$ cat config.mk
export PLATFORM = sky130hd
export DESIGN_NAME = simd_sat_adder
export DESIGN_NICKNAME = d
export VERILOG_FILES = /design/src/rtl/simd_pkg.sv /design/src/rtl/simd_seg.sv /design/src/rtl/simd_sat_clamp.sv /design/src/rtl/simd_sat_adder.sv
export SDC_FILE = /design/constraint.sdc
export NUM_CORES = 1
export LEC_CHECK = 0
export ABC_CLOCK_PERIOD_IN_PS = 31700
export CAP_MARGIN = 10
export CELL_PAD_IN_SITES_DETAIL_PLACEMENT = 1
export CELL_PAD_IN_SITES_GLOBAL_PLACEMENT = 2
export CORE_AREA = 2 2 153 155
export DETAILED_ROUTE_END_ITERATION = 7
export DIE_AREA = 0 0 155 157
export PLACE_DENSITY_LB_ADDON = 0.1
export SETUP_SLACK_MARGIN = 0.4
export SLEW_MARGIN = 15
export SYNTH_ARGS = -nofsm -noshare
export SYNTH_HDL_FRONTEND = slang
export SYNTH_SLANG_ARGS = --single-unit
export TNS_END_PERCENT = 30
$ cat constraint.sdc
create_clock -name clk -period 31.7 [get_ports clk]
set_input_delay 7.925 -clock clk [delete_from_list [all_inputs] [get_ports clk]]
set_output_delay 7.925 -clock clk [all_outputs]
set_load 0.05 [all_outputs]
$ cat src/rtl/simd_pkg.sv
package simd_pkg;

  localparam int SEG_W = 8;

  typedef enum logic [1:0] {
    LW_B8  = 2'b00,
    LW_B16 = 2'b01,
    LW_B32 = 2'b10,
    LW_B64 = 2'b11
  } lane_w_e;

  // Low index bits that stay inside one lane, for nseg byte segments.
  function automatic int span_mask(input logic [1:0] ls, input int nseg);
    case (ls)
      LW_B8:   return 0;
      LW_B16:  return 1;
      LW_B32:  return 3;
      default: return nseg - 1;
    endcase
  endfunction

  // The value a byte takes when its lane is clamped.
  function automatic logic [SEG_W-1:0] clamp_byte(
      input logic [SEG_W-1:0] raw,
      input logic             is_top,
      input logic             sgn,
      input logic             sub,
      input logic             neg_side,
      input logic             hit);
    logic [SEG_W-1:0] v;
    if (!hit) begin
      v = raw;
    end else if (sgn) begin
      if (neg_side) v = is_top ? {1'b1, {(SEG_W-1){1'b0}}} : '0;
      else          v = is_top ? {1'b0, {(SEG_W-1){1'b1}}} : '1;
    end else begin
      v = sub ? '0 : '1;
    end
    return v;
  endfunction

endpackage

$ cat src/rtl/simd_seg.sv
module simd_seg
  import simd_pkg::*;
(
  input  logic [SEG_W-1:0] a,
  input  logic [SEG_W-1:0] b,
  input  logic             sub,
  input  logic             cin,
  output logic [SEG_W-1:0] sum,
  output logic             c_msb,
  output logic             cout
);
  logic [SEG_W-1:0] bb;
  logic [SEG_W-1:0] low;
  logic [1:0]       top;

  assign bb    = sub ? ~b : b;
  assign low   = {1'b0, a[SEG_W-2:0]} + {1'b0, bb[SEG_W-2:0]} + {{(SEG_W-1){1'b0}}, cin};
  assign c_msb = low[SEG_W-1];
  assign top   = {1'b0, a[SEG_W-1]} + {1'b0, bb[SEG_W-1]} + {1'b0, c_msb};
  assign sum   = {top[0], low[SEG_W-2:0]};
  assign cout  = top[1];
endmodule

$ cat src/rtl/simd_sat_clamp.sv
module simd_sat_clamp
  import simd_pkg::*;
(
  input  logic [SEG_W-1:0] raw,
  input  logic             is_top,
  input  logic             signed_en,
  input  logic             sub_en,
  input  logic             neg_side,
  input  logic             hit,
  output logic [SEG_W-1:0] res
);
  assign res = clamp_byte(raw, is_top, signed_en, sub_en, neg_side, hit);
endmodule

$ cat src/rtl/simd_sat_adder.sv
module simd_sat_adder
  import simd_pkg::*;
#(
  parameter int DATA_W = 64
) (
  input  logic              clk,
  input  logic              rst_n,
  input  logic              in_valid,
  input  logic [DATA_W-1:0] op_a,
  input  logic [DATA_W-1:0] op_b,
  input  logic [1:0]        lane_sel,
  input  logic              sub_en,
  input  logic              signed_en,
  input  logic              sat_en,
  output logic              out_valid,
  output logic [DATA_W-1:0] out_data,
  output logic [DATA_W/SEG_W-1:0] sat_flag
);
  localparam int NSEG  = DATA_W / SEG_W;
  localparam int IDX_W = $clog2(NSEG);

  logic [IDX_W-1:0]  span;
  logic [NSEG-1:0]   seg_cin, seg_cout, seg_cmsb;
  logic [NSEG-1:0]   lane_start, lane_hit;
  logic [DATA_W-1:0] raw_sum, clamped;

  assign span = IDX_W'(span_mask(lane_sel, NSEG));

  for (genvar k = 0; k < NSEG; k++) begin : g_seg
    logic [IDX_W-1:0] top_k;
    logic             s_ovf, u_ovf;

    assign lane_start[k] = ((IDX_W'(k) & span) == '0);
    assign top_k         = IDX_W'(k) | span;

    if (k == 0) begin : g_first
      assign seg_cin[k] = sub_en;
    end else begin : g_rest
      assign seg_cin[k] = lane_start[k] ? sub_en : seg_cout[k-1];
    end

    simd_seg u_seg (
      .a     (op_a[k*SEG_W +: SEG_W]),
      .b     (op_b[k*SEG_W +: SEG_W]),
      .sub   (sub_en),
      .cin   (seg_cin[k]),
      .sum   (raw_sum[k*SEG_W +: SEG_W]),
      .c_msb (seg_cmsb[k]),
      .cout  (seg_cout[k])
    );

    assign s_ovf       = seg_cmsb[top_k] ^ seg_cout[top_k];
    assign u_ovf       = sub_en ? ~seg_cout[top_k] : seg_cout[top_k];
    assign lane_hit[k] = sat_en && (lane_sel != LW_B64) && (signed_en ? s_ovf : u_ovf);

    simd_sat_clamp u_clamp (
      .raw       (raw_sum[k*SEG_W +: SEG_W]),
      .is_top    (top_k == IDX_W'(k)),
      .signed_en (signed_en),
      .sub_en    (sub_en),
      .neg_side  (op_a[top_k*SEG_W + SEG_W - 1]),
      .hit       (lane_hit[k]),
      .res       (clamped[k*SEG_W +: SEG_W])
    );
  end

  always_ff @(posedge clk) begin
    if (!rst_n) begin
      out_valid <= 1'b0;
      out_data  <= '0;
      sat_flag  <= '0;
    end else begin
      out_valid <= in_valid;
      if (in_valid) begin
        out_data <= clamped;
        sat_flag <= lane_hit;
      end
    end
  end
endmodule

==> impl_metrics.json, run 1 <==
{
  "outcome": "complete, no violations",
  "synth_area_sq_mm": 0.00671,
  "io_pins": 209,
  "crit_type": "in2reg",
  "initial_core_util_pct": 29.8,
  "fin_skew_ns": 0,
  "yosys.area.top_type": "dfxtp_1",
  "clockRootBuffer": "clkbuf_16",
  "clock.fmax_mhz": 41.4,
  "rsz0062_at_grt": "false",
  "die_h_um": 157,
  "hpwl_um": 18300,
  "cts_tree": "built",
  "nFillCells": 2605,
  "final_layout_size_suffix_gt1_share_pct": 6.49,
  "place.port_buffers": 208,
  "post_cts_resized": 0,
  "seq_area_frac_synth_pct": 21.8,
  "drtIter0Drc": 230,
  "clk_pin_slew_worst_paths_ns": 0.06,
  "seq_power_share_pct": 25.5,
  "coreArea_sq_mm": 0.0225,
  "totalWireLength_um": 23500,
  "grt_overflow": 0,
  "synth-compound-area-share_pct": 26.7,
  "ff2ff_path_depth": 2,
  "power_frac_clock_pct": 21.9,
  "period_needed_ns": 24.17,
  "yosys_register_bits": 73,
  "preCtsSetupSlack_ns": 7.05,
  "area_delta_synth_final_pct": 38.9,
  "max_cap_viol_count": 0,
  "vias": 6333,
  "antenna_cells": 0,
  "start_kind": "primary input",
  "yosysUniqueCellTypes": 81,
  "crit_path_top_delay_cell": "mux2i_1",
  "cts_buffer_depth": 2,
  "syn_inst": 786,
  "finalHoldViolCount": 0,
  "synth_xor_area_share_pct": 13.3,
  "final_cell_mix": "206 x clkdlybuf4s50_1, 73 x dfxtp_1, 64 x xor2_1",
  "die-area_sq_mm": 0.0243,
  "powerDensity_mw_per_mm2": 47.0,
  "synth_area_leaders": "dfxtp_1 22%, ha_1 9.1%, xor2_1 8.4%",
  "max_slew_margin_pct": 34.0,
  "synth_top_family_by_area": "compound AO/OA/AOI/OAI gates",
  "cts_made_buffers": 9,
  "cp.arrival_ns": 24.36,
  "synth-edff-count": 0,
  "power.internal_mw": 0.251,
  "antenna_found_initial": 0,
  "routed_via_density": 4.98,
  "critPathRequiredTime_ns": 31.89,
  "postLayoutSetupSlackWorst_ns": 7.53,
  "gp_congestion": 0.817,
  "grt_usage_pct": 19.4,
  "post_drt_wl_per_cell_um": 18.5,
  "yosys.area.top_type_share_pct": 21.8,
  "nets": 1189,
  "synth.avg_cell_area_sq_um": 8.54,
  "crit_top_cell": "fa_1",
  "endpoint": "out_data[37]",
  "synth_fa_ha_area_share_pct": 16.0,
  "tightest_slew_ns": 0.962,
  "max_stage_delay_ns": 0.74,
  "synthSimpleGateAreaFrac_pct": 15.1,
  "crit_path_end_kind": "flip-flop",
  "ys.flop_type": "dfxtp_1",
  "r2r_start": "out_data[2]",
  "synth_mux_area_share_pct": 2.35,
  "die_x_um": 155,
  "ctsHoldBuffers": 0,
  "total_power_mw": 0.438,
  "crit_fanout": 39,
  "fin_setup_tns_ns": 0,
  "syn-num-nets": 994,
  "grt_pass1_vias": 6702,
  "final_common_cell": "clkdlybuf4s50_1",
  "power_frac_comb_pct": 52.6,
  "htreeDepth": 3,
  "cp-startpoint": "sub_en",
  "dr.pass1.iters": 4,
  "sw_frac_of_total_pct": 42.6,
  "fin_crit_sh_pct": 76.2,
  "async_flop_share_pct": 0,
  "setup_viol_count_final": 0,
  "yosysWarnings": 0,
  "clkSinkCount": 73,
  "rows": 55,
  "rrSetupSlack_ns": 30.92,
  "cts_setup_buffers": 0,
  "drc_errors": 0,
  "clk-insertion-delay-late_ns": 0.34,
  "irDropWorstVdd_uv": 22.2,
  "p_switching_mw": 0.187,
  "grt_max_degree": 87,
  "final_antenna_net_count": 0,
  "r2r_end": "out_data[2]",
  "min_path_type": "reg2reg",
  "leakagePower_nw": 3.83,
  "grt_pass1_wl_um": 37300,
  "drv_slew": 0
}
[power groups by stage]
stage | clock network, mW | logic (mW) | registers (mW)
4_1_cts | 0.100 | 0.233 | 0.112
2_1_floorplan | 0 | 0.114 | 0.155
6_report | 0.0958 | 0.231 | 0.112
5_1_grt | 0.102 | 0.253 | 0.113
3_3_place_gp | 0 | 0.231 | 0.114
3_5_place_dp | 0 | 0.231 | 0.114
[synth_stat cells (3+ instances only)]
| library cell | number |
|---|---|
| o22ai_1 | 7 |
| a311oi_2 | 5 |
| xor2_1 | 64 |
| a311oi_1 | 8 |
| nor2b_1 | 25 |
| a211oi_1 | 6 |
| o21ai_0 | 46 |
| a22oi_1 | 6 |
| and2_1 | 3 |
| nand4_1 | 3 |
| buf_1 | 7 |
| a221o_1 | 7 |
| buf_2 | 5 |
| nor2_1 | 62 |
| dfxtp_1 | 73 |
| a21o_1 | 18 |
| a31oi_1 | 4 |
| a211o_1 | 3 |
| o211ai_1 | 7 |
| nand2_1 | 52 |
| ha_1 | 49 |
| mux2i_1 | 12 |
| nand2b_1 | 22 |
| a21oi_1 | 62 |
| o21a_1 | 14 |
| a22o_1 | 5 |
| a211oi_2 | 3 |
| xnor2_1 | 38 |
| o211a_1 | 3 |
| fa_1 | 23 |
| clkinv_1 | 3 |
| nor3_1 | 9 |
| inv_1 | 44 |
| a21boi_0 | 3 |
| clkbuf_1 | 17 |
| nand3_1 | 9 |
[stage by stage]
step / hold slack, ns / instances / util [%] / cell area [sq um]
3_3_place_gp: 0.453 / 1255 / 40.3 / 9060
3_5_place_dp: 0.464 / 1255 / 40.3 / 9060
5_1_grt: 0.493 / 1271 / 41.4 / 9320
2_1_floorplan: 0.658 / 786 / - / 6710
6_report: 0.469 / 1271 / 41.4 / 9320
4_1_cts: 0.474 / 1271 / 41.4 / 9320
[area by class of cell]
type / count / area [sq um] / share of cell area [%]
clock buffers: 12 / 236 / 2.54
clock inverters: 4 / 20.0 / 0.215
inverters: 49 / 184 / 1.97
multi-input cells: 632 / 4930 / 52.9
flip-flops and latches: 73 / 1460 / 15.7
well taps: 285 / 357 / 3.83
repair buffers: 216 / 2130 / 22.9
[metal layers]
layer  vias up  GRT usage [%]  wire length [um]
li1       3173              -                 -
met3        13           3.39              1040
met1      3012           26.0             11200
met5         -              0                 0
met2       135           33.1             11100
met4         0           3.44               199
[worst min-delay path by stage]
| stage | startpoint | endpoint | slack [ns] | cells past startpoint |
|---|---|---|---|---|
| 5_1_grt | out_data[7] | out_data[7] | 0.49 | 1 |
| 2_1_floorplan | out_data[54] | out_data[54] | 0.66 | 2 |
| 4_1_cts | sat_flag[5] | sat_flag[5] | 0.47 | 2 |
| 3_3_place_gp | sat_flag[5] | sat_flag[5] | 0.45 | 2 |
| 3_5_place_dp | sat_flag[5] | sat_flag[5] | 0.46 | 2 |
| 6_report | out_data[39] | out_data[39] | 0.47 | 2 |
[kinds of logic after synthesis]
logic type                 count (synthesis)
muxes                                     14
DFF                                       73
adders and majority gates                 72
xor gates and xnor gates                 102
buffers and inverters                     81
AOI/OAI and AO/OA                        242
and+or+nand+nor                          202
[critical path, delay by kind of cell]
family	cells	cell delay, ns
adder cells (fa/ha/maj)	15	6.76
AO/OA/AOI/OAI	28	5.18
AND/OR/NAND/NOR	15	1.96
buffers and inverters	4	1.29
multiplexers	3	1.23
[sequential cells by signal, summed over array words and instances, names as in the netlist]
name and flops:
out_valid 1, out_data 64, sat_flag 8
No activity file was read; power rests on OpenSTA's default activity.
==> run 2: changes to the inputs <==
--- a/config.mk
+++ b/config.mk
@@ -5,13 +5,13 @@
 export SDC_FILE = /design/constraint.sdc
 export NUM_CORES = 1
 export LEC_CHECK = 0
-export ABC_CLOCK_PERIOD_IN_PS = 31700
+export ABC_CLOCK_PERIOD_IN_PS = 20800
 export CAP_MARGIN = 10
 export CELL_PAD_IN_SITES_DETAIL_PLACEMENT = 1
 export CELL_PAD_IN_SITES_GLOBAL_PLACEMENT = 2
-export CORE_AREA = 2 2 153 155
+export CORE_AREA = 2 2 167 169
 export DETAILED_ROUTE_END_ITERATION = 7
-export DIE_AREA = 0 0 155 157
+export DIE_AREA = 0 0 169 171
 export PLACE_DENSITY_LB_ADDON = 0.1
 export SETUP_SLACK_MARGIN = 0.4
 export SLEW_MARGIN = 15
==> constraint.sdc (replaced) <==
create_clock -name clk -period 20.8 [get_ports clk]
set_input_delay 5.2 -clock clk [delete_from_list [all_inputs] [get_ports clk]]
set_output_delay 5.2 -clock clk [all_outputs]
set_load 0.05 [all_outputs]
==> run 2 against run 1 <==
First-iteration DRC count grew 33%; critical path depth grew 2; global-route usage shrank 2.2 points; die area grew 19%; hold slack lost 0.00087 ns; final area grew 5.0%; utilization shrank 5.6 points; non-clock buffer count grew 20; sequential share of layout area shrank 0.75 points; clock power grew 110%; combinational power grew 59%; via count grew 2.0%; largest cell class unchanged; largest power group unchanged.
==> impl_metrics.json, run 2 (synthesis gave the netlist of run 1 again) <==
{
  "drc_errors": 0,
  "power.internal_mw": 0.450,
  "fin_area_sq_mm": 0.00979,
  "dr.pass1.iters": 7,
  "place.port_buffers": 208,
  "hpwl_um": 19300,
  "cp.arrival_ns": 19.78,
  "largest_reg_flops": 64,
  "top_register": "out_data",
  "place_area_sq_mm": 0.00920,
  "drtIter0Drc": 306,
  "drv_slew": 0,
  "io_pins": 209,
  "fin_skew_ns": 0,
  "min_path_type": "reg2reg",
  "crit_type": "in2reg",
  "vias": 6461,
  "cp-startpoint": "op_b[4]",
  "rsz0062_at_grt": "false",
  "use_met2_pct": 27.6,
  "gp_congestion": 0.787,
  "preCtsSetupSlack_ns": -0.302,
  "final_cell_mix": "206 x clkdlybuf4s50_1, 73 x dfxtp_1, 63 x xor2_1",
  "outcome": "complete, no violations",
  "crit_fanout": 7,
  "seq_power_share_pct": 23.0,
  "crit_top_cell": "fa_2",
  "final_common_cell": "clkdlybuf4s50_1",
  "clk-insertion-delay-late_ns": 0.35,
  "powerDensity_mw_per_mm2": 75.8,
  "hold_path.startpoint": "out_data[39]",
  "r2r_start": "out_data[0]",
  "postLayoutSetupSlackWorst_ns": 1.24,
  "period_needed_ns": 19.56,
  "totalWireLength_um": 25300,
  "cts_tree": "built",
  "clk_pin_slew_worst_paths_ns": 0.06,
  "max_cap_viol_count": 0,
  "clock.fmax_mhz": 51.1,
  "power_frac_clock_pct": 27.4,
  "post_drt_wl_per_cell_um": 18.7,
  "crit_path_end_kind": "flip-flop",
  "met1_usage_pct": 23.8,
  "final_antenna_net_count": 0,
  "finalHoldViolCount": 0,
  "cts_buffer_depth": 2,
  "grt_max_degree": 49,
  "p_switching_mw": 0.293,
  "crit_path_top_delay_cell": "fa_2",
  "htreeDepth": 3,
  "coreArea_sq_mm": 0.0273,
  "total_power_mw": 0.742,
  "antenna_found_initial": 0,
  "rows": 61,
  "clockRootBuffer": "clkbuf_16",
  "critPathRequiredTime_ns": 21.02,
  "grt_pass1_wl_um": 38600,
  "cts_made_buffers": 9,
  "die-area_sq_mm": 0.0289,
  "clkSinkCount": 73,
  "final_cells": 1354,
  "max_slew_margin_pct": 25.0,
  "use_met3_pct": 3.45,
  "power_frac_comb_pct": 49.6,
  "irDropWorstVdd_uv": 30.4,
  "routed_via_density": 4.77,
  "tightest_slew_ns": 1.12,
  "fin_setup_tns_ns": 0,
  "final_layout_size_suffix_gt1_share_pct": 11.0,
  "leakagePower_nw": 3.99,
  "die_h_um": 171,
  "sw_frac_of_total_pct": 39.4,
  "fin_crit_sh_pct": 94.0,
  "max_stage_delay_ns": 0.48,
  "initial_core_util_pct": 24.6,
  "setup_viol_count_final": 0,
  "top_regs": "out_data: 64 flops, sat_flag: 8 flops, out_valid: 1 flops",
  "ctsHoldBuffers": 0,
  "grt_pass1_vias": 6721,
  "start_kind": "primary input",
  "holdWs_ns": 0.468,
  "die_x_um": 169,
  "nets": 1210,
  "gr-max-usage-layer": "met2",
  "fin_util_pct": 35.8,
  "grt_overflow": 0,
  "grt_usage_pct": 17.2,
  "dp.cells": 1324,
  "area_delta_synth_final_pct": 45.9
}
==> run 2: changes by cell type in the layout (fill, tap and decap cells not counted), sizes merged <==
cell,before,now
buf,10,30
bufinv,0,4
clkinv,7,4
clkbuf,12,11
diode,0,1
o311ai,4,5
==> run 2: power by group through the flow <==
stage	clock network [mW]	registers, mW	logic (mW)
floorplan	0	0.237	0.173
global placement	0	0.174	0.358
detailed placement	0	0.174	0.356
CTS	0.211	0.171	0.360
global route	0.215	0.173	0.401
finish	0.204	0.171	0.368
==> run 2: final timing paths <==
path	end	slack (ns)	depth (start not counted)
worst max-delay path	sat_flag[2]	1.24	67
worst min-delay path	out_data[39]	0.47	2
worst max register to register	out_data[0]	20.05	2
worst min register to register	out_data[39]	0.47	2
==> run 2: layer usage <==
metal  vias to the layer above  wire length, um  share of wire, %
li1                       3207                -                 -
met1                      3080            12200                48
met2                       155            11600                46
met3                        19             1230               4.9
met4                         0              314               1.2
met5                         -                0                 0
==> run 2: timing repair <==
action	CTS	global route
gates cloned	0	1
setup buffers	1	11
pin swaps	2	7
gates resized for setup	4	24
setup endpoints to repair	64	72
==> run 2: cell type report <==
class	count	area [sq um]
Antenna cell	1	2.50
Clock buffer	11	253
Fill cell	3168	17500
Timing Repair Buffer	236	2290
Inverter	49	184
Clock inverter	5	125
Multi-Input combinational cell	633	5040
Sequential cell	73	1460
Tap cell	346	433
==> run 2: worst max-delay path: cells and delay by family <==
kind                       cells  cell delay [ns]
xor gates and xnor gates       1             0.17
buffers and inverters          3             0.61
and+or+nand+nor               17             2.58
AOI/OAI and AO/OA             30             4.65
adders and majority gates     16             6.53
==> run 3: changes to the inputs <==
--- a/config.mk
+++ b/config.mk
@@ -5,13 +5,14 @@
 export SDC_FILE = /design/constraint.sdc
 export NUM_CORES = 1
 export LEC_CHECK = 0
+export ABC_AREA = 1
 export ABC_CLOCK_PERIOD_IN_PS = 20800
 export CAP_MARGIN = 10
 export CELL_PAD_IN_SITES_DETAIL_PLACEMENT = 1
 export CELL_PAD_IN_SITES_GLOBAL_PLACEMENT = 2
-export CORE_AREA = 2 2 167 169
+export CORE_AREA = 2 2 178 180
 export DETAILED_ROUTE_END_ITERATION = 7
-export DIE_AREA = 0 0 169 171
+export DIE_AREA = 0 0 180 182
 export PLACE_DENSITY_LB_ADDON = 0.1
 export SETUP_SLACK_MARGIN = 0.4
 export SLEW_MARGIN = 15
==> run 3 against run 2 <==
Critical path type unchanged; global-route usage decreased by 0.91 points; via count increased by 12%; routed wire length increased by 4.7%; largest power group unchanged; largest cell class unchanged.
==> impl_metrics.json, run 3 <==
{
  "outcome": "complete, no violations",
  "power.internal_mw": 0.392,
  "grt_max_degree": 71,
  "clk_pin_slew_worst_paths_ns": 0.07,
  "drv_slew": 0,
  "max_stage_delay_ns": 0.50,
  "drtIter0Drc": 222,
  "power_frac_comb_pct": 50.8,
  "die-area_sq_mm": 0.0328,
  "yosysUniqueCellTypes": 41,
  "grt_pass1_vias": 7475,
  "seq_area_frac_synth_pct": 20.9,
  "critPathRequiredTime_ns": 21.08,
  "postLayoutSetupSlackWorst_ns": 1.60,
  "start_kind": "primary input",
  "grt_usage_pct": 16.3,
  "cp.arrival_ns": 19.48,
  "dp.cells": 1620,
  "drc_errors": 0,
  "top_regs": "out_data: 64 flops, sat_flag: 8 flops, out_valid: 1 flops",
  "place.port_buffers": 208,
  "crit_path_top_delay_cell": "clkdlybuf4s50_1",
  "final_cells": 1638,
  "netlist_top_cells_count": "221 x nand2_1, 135 x inv_1, 121 x nor2_1",
  "final_cell_mix": "220 x nand2_1, 206 x clkdlybuf4s50_1, 135 x inv_1",
  "final_common_cell": "nand2_1",
  "crit_path_end_kind": "flip-flop",
  "crit_top_cell": "nand2_1",
  "syn_inst": 1041,
  "leakagePower_nw": 4.69,
  "cts_tree": "built",
  "yosys.area.top_type_share_pct": 20.9,
  "clockRootBuffer": "clkbuf_16",
  "largest_reg_flops": 64,
  "powerDensity_mw_per_mm2": 69.8,
  "synth-edff-count": 0,
  "nFillCells": 3851,
  "p_switching_mw": 0.292,
  "yosys.area.top_type": "dfxtp_1",
  "clk-insertion-delay-late_ns": 0.35,
  "initial_core_util_pct": 22.5,
  "hpwl_um": 20700,
  "min_path_type": "reg2reg",
  "fin_skew_ns": 0,
  "die_x_um": 180,
  "crit_fanout": 9,
  "synth.avg_cell_area_sq_um": 6.71,
  "top_register": "out_data",
  "coreArea_sq_mm": 0.0310,
  "fin_crit_sh_pct": 92.3,
  "final_antenna_net_count": 0,
  "fin_setup_tns_ns": 0,
  "rsz0062_at_grt": "false",
  "dr.pass1.iters": 4,
  "ys.flop_type": "dfxtp_1",
  "synth_area_leaders": "dfxtp_1 21%, nand2_1 12%, ha_1 8.8%",
  "yosysWarnings": 0,
  "cts_buffer_depth": 2,
  "htreeDepth": 3,
  "routed_via_density": 4.40,
  "clock.fmax_mhz": 52.1,
  "async_flop_share_pct": 0,
  "max_slew_margin_pct": 24.8,
  "fin_area_sq_mm": 0.00980,
  "max_cap_viol_count": 0,
  "totalWireLength_um": 26500,
  "die_h_um": 182,
  "place_area_sq_mm": 0.00943,
  "multiInputGateArea_sq_mm": 0.00487,
  "sw_frac_of_total_pct": 42.7,
  "antenna_found_initial": 1,
  "io_pins": 209,
  "cts_made_buffers": 9,
  "setup_viol_count_final": 0,
  "period_needed_ns": 19.20,
  "irDropWorstVdd_uv": 30.6,
  "grt_pass1_wl_um": 42000,
  "yosys_register_bits": 73,
  "seq_power_share_pct": 24.5,
  "seq_area_sq_mm": 0.00146,
  "post_drt_wl_per_cell_um": 16.2,
  "yosysMostFrequentCell": "nand2_1",
  "nets": 1438,
  "preCtsSetupSlack_ns": 0.229,
  "ctsHoldBuffers": 0,
  "area_delta_synth_final_pct": 40.4,
  "grt_overflow": 0,
  "tightest_slew_ns": 1.13,
  "gp_congestion": 0.805,
  "final_layout_size_suffix_gt1_share_pct": 6.32,
  "finalHoldViolCount": 0,
  "clkSinkCount": 73,
  "synth_area_sq_mm": 0.00698,
  "syn-num-nets": 1249,
  "crit_type": "in2reg",
  "vias": 7206,
  "rows": 65,
  "power_frac_clock_pct": 24.7
}
run 3: final cells by class:
class | instances | area share, %
clock buffer | 12 | 2.62
tap | 402 | 5.13
timing repair buffer | 216 | 21.8
clock inverter | 4 | 0.523
antenna | 1 | 0.0255
sequential | 73 | 14.9
inverter | 139 | 5.37
multi-input combinational | 791 | 49.6
run 3: path summary, 6_finish.rpt:
kind / from / to / slack (ns) / depth (start not counted)
hold / removal: out_data[39] / out_data[39] / 0.47 / 2
setup / recovery: op_b[1] / out_data[23] / 1.60 / 78
setup reg to reg: out_data[48] / out_data[48] / 20.05 / 4
hold reg to reg: out_data[39] / out_data[39] / 0.47 / 2
run 3: cell families (layout without fill, tap and decap cells):
family / after synthesis / in the layout / share of synthesized area (%)
and+or+nand+nor: 450 / 450 / 28.2
AOI/OAI and AO/OA: 178 / 178 / 13.9
buffers and inverters: 177 / 371 / 10.2
xor gates and xnor gates: 91 / 91 / 11.4
DFF: 73 / 73 / 20.9
adders and majority gates: 72 / 72 / 15.4
other: 0 / 1 / 0
run 3: per-stage QoR:
stage | hold WS, ns | total power, mW | utilization [%]
after floorplan | 0.690 | 0.402 | -
after global placement | 0.455 | 0.520 | 30.4
after detailed placement | 0.460 | 0.520 | 30.4
after CTS | 0.470 | 0.695 | 31.4
after global routing | 0.499 | 0.739 | 31.6
final | 0.468 | 0.684 | 31.6
run 3: repair_timing:
| item | 4_1_cts | 5_1_grt |
|---|---|---|
| gates resized for setup | 0 | 15 |
| endpoints found under the setup margin | 0 | 71 |
| setup buffers | 0 | 1 |
run 3: routing by layer:
metal / global-route usage (%) / part of all wire, %
met1: 20.9 / 46
met2: 28.2 / 49
met3: 3.25 / 3.8
met4: 3.64 / 1.3
met5: 0 / 0
run 3: worst max-delay path, delay by kind of cell:
family	cells	cell delay [ns]
compound gates	16	2.44
simple gates	33	3.73
xor+xnor	1	0.14
fa+ha+maj	16	6.51
buf+inv	12	1.46
run 3: power by group through the flow:
stage	clock [mW]	combinational [mW]	sequential (mW)
finish	0.169	0.347	0.168
global route	0.182	0.387	0.170
CTS	0.176	0.351	0.168
detailed placement	0	0.349	0.171
global placement	0	0.349	0.171
floorplan	0	0.172	0.230
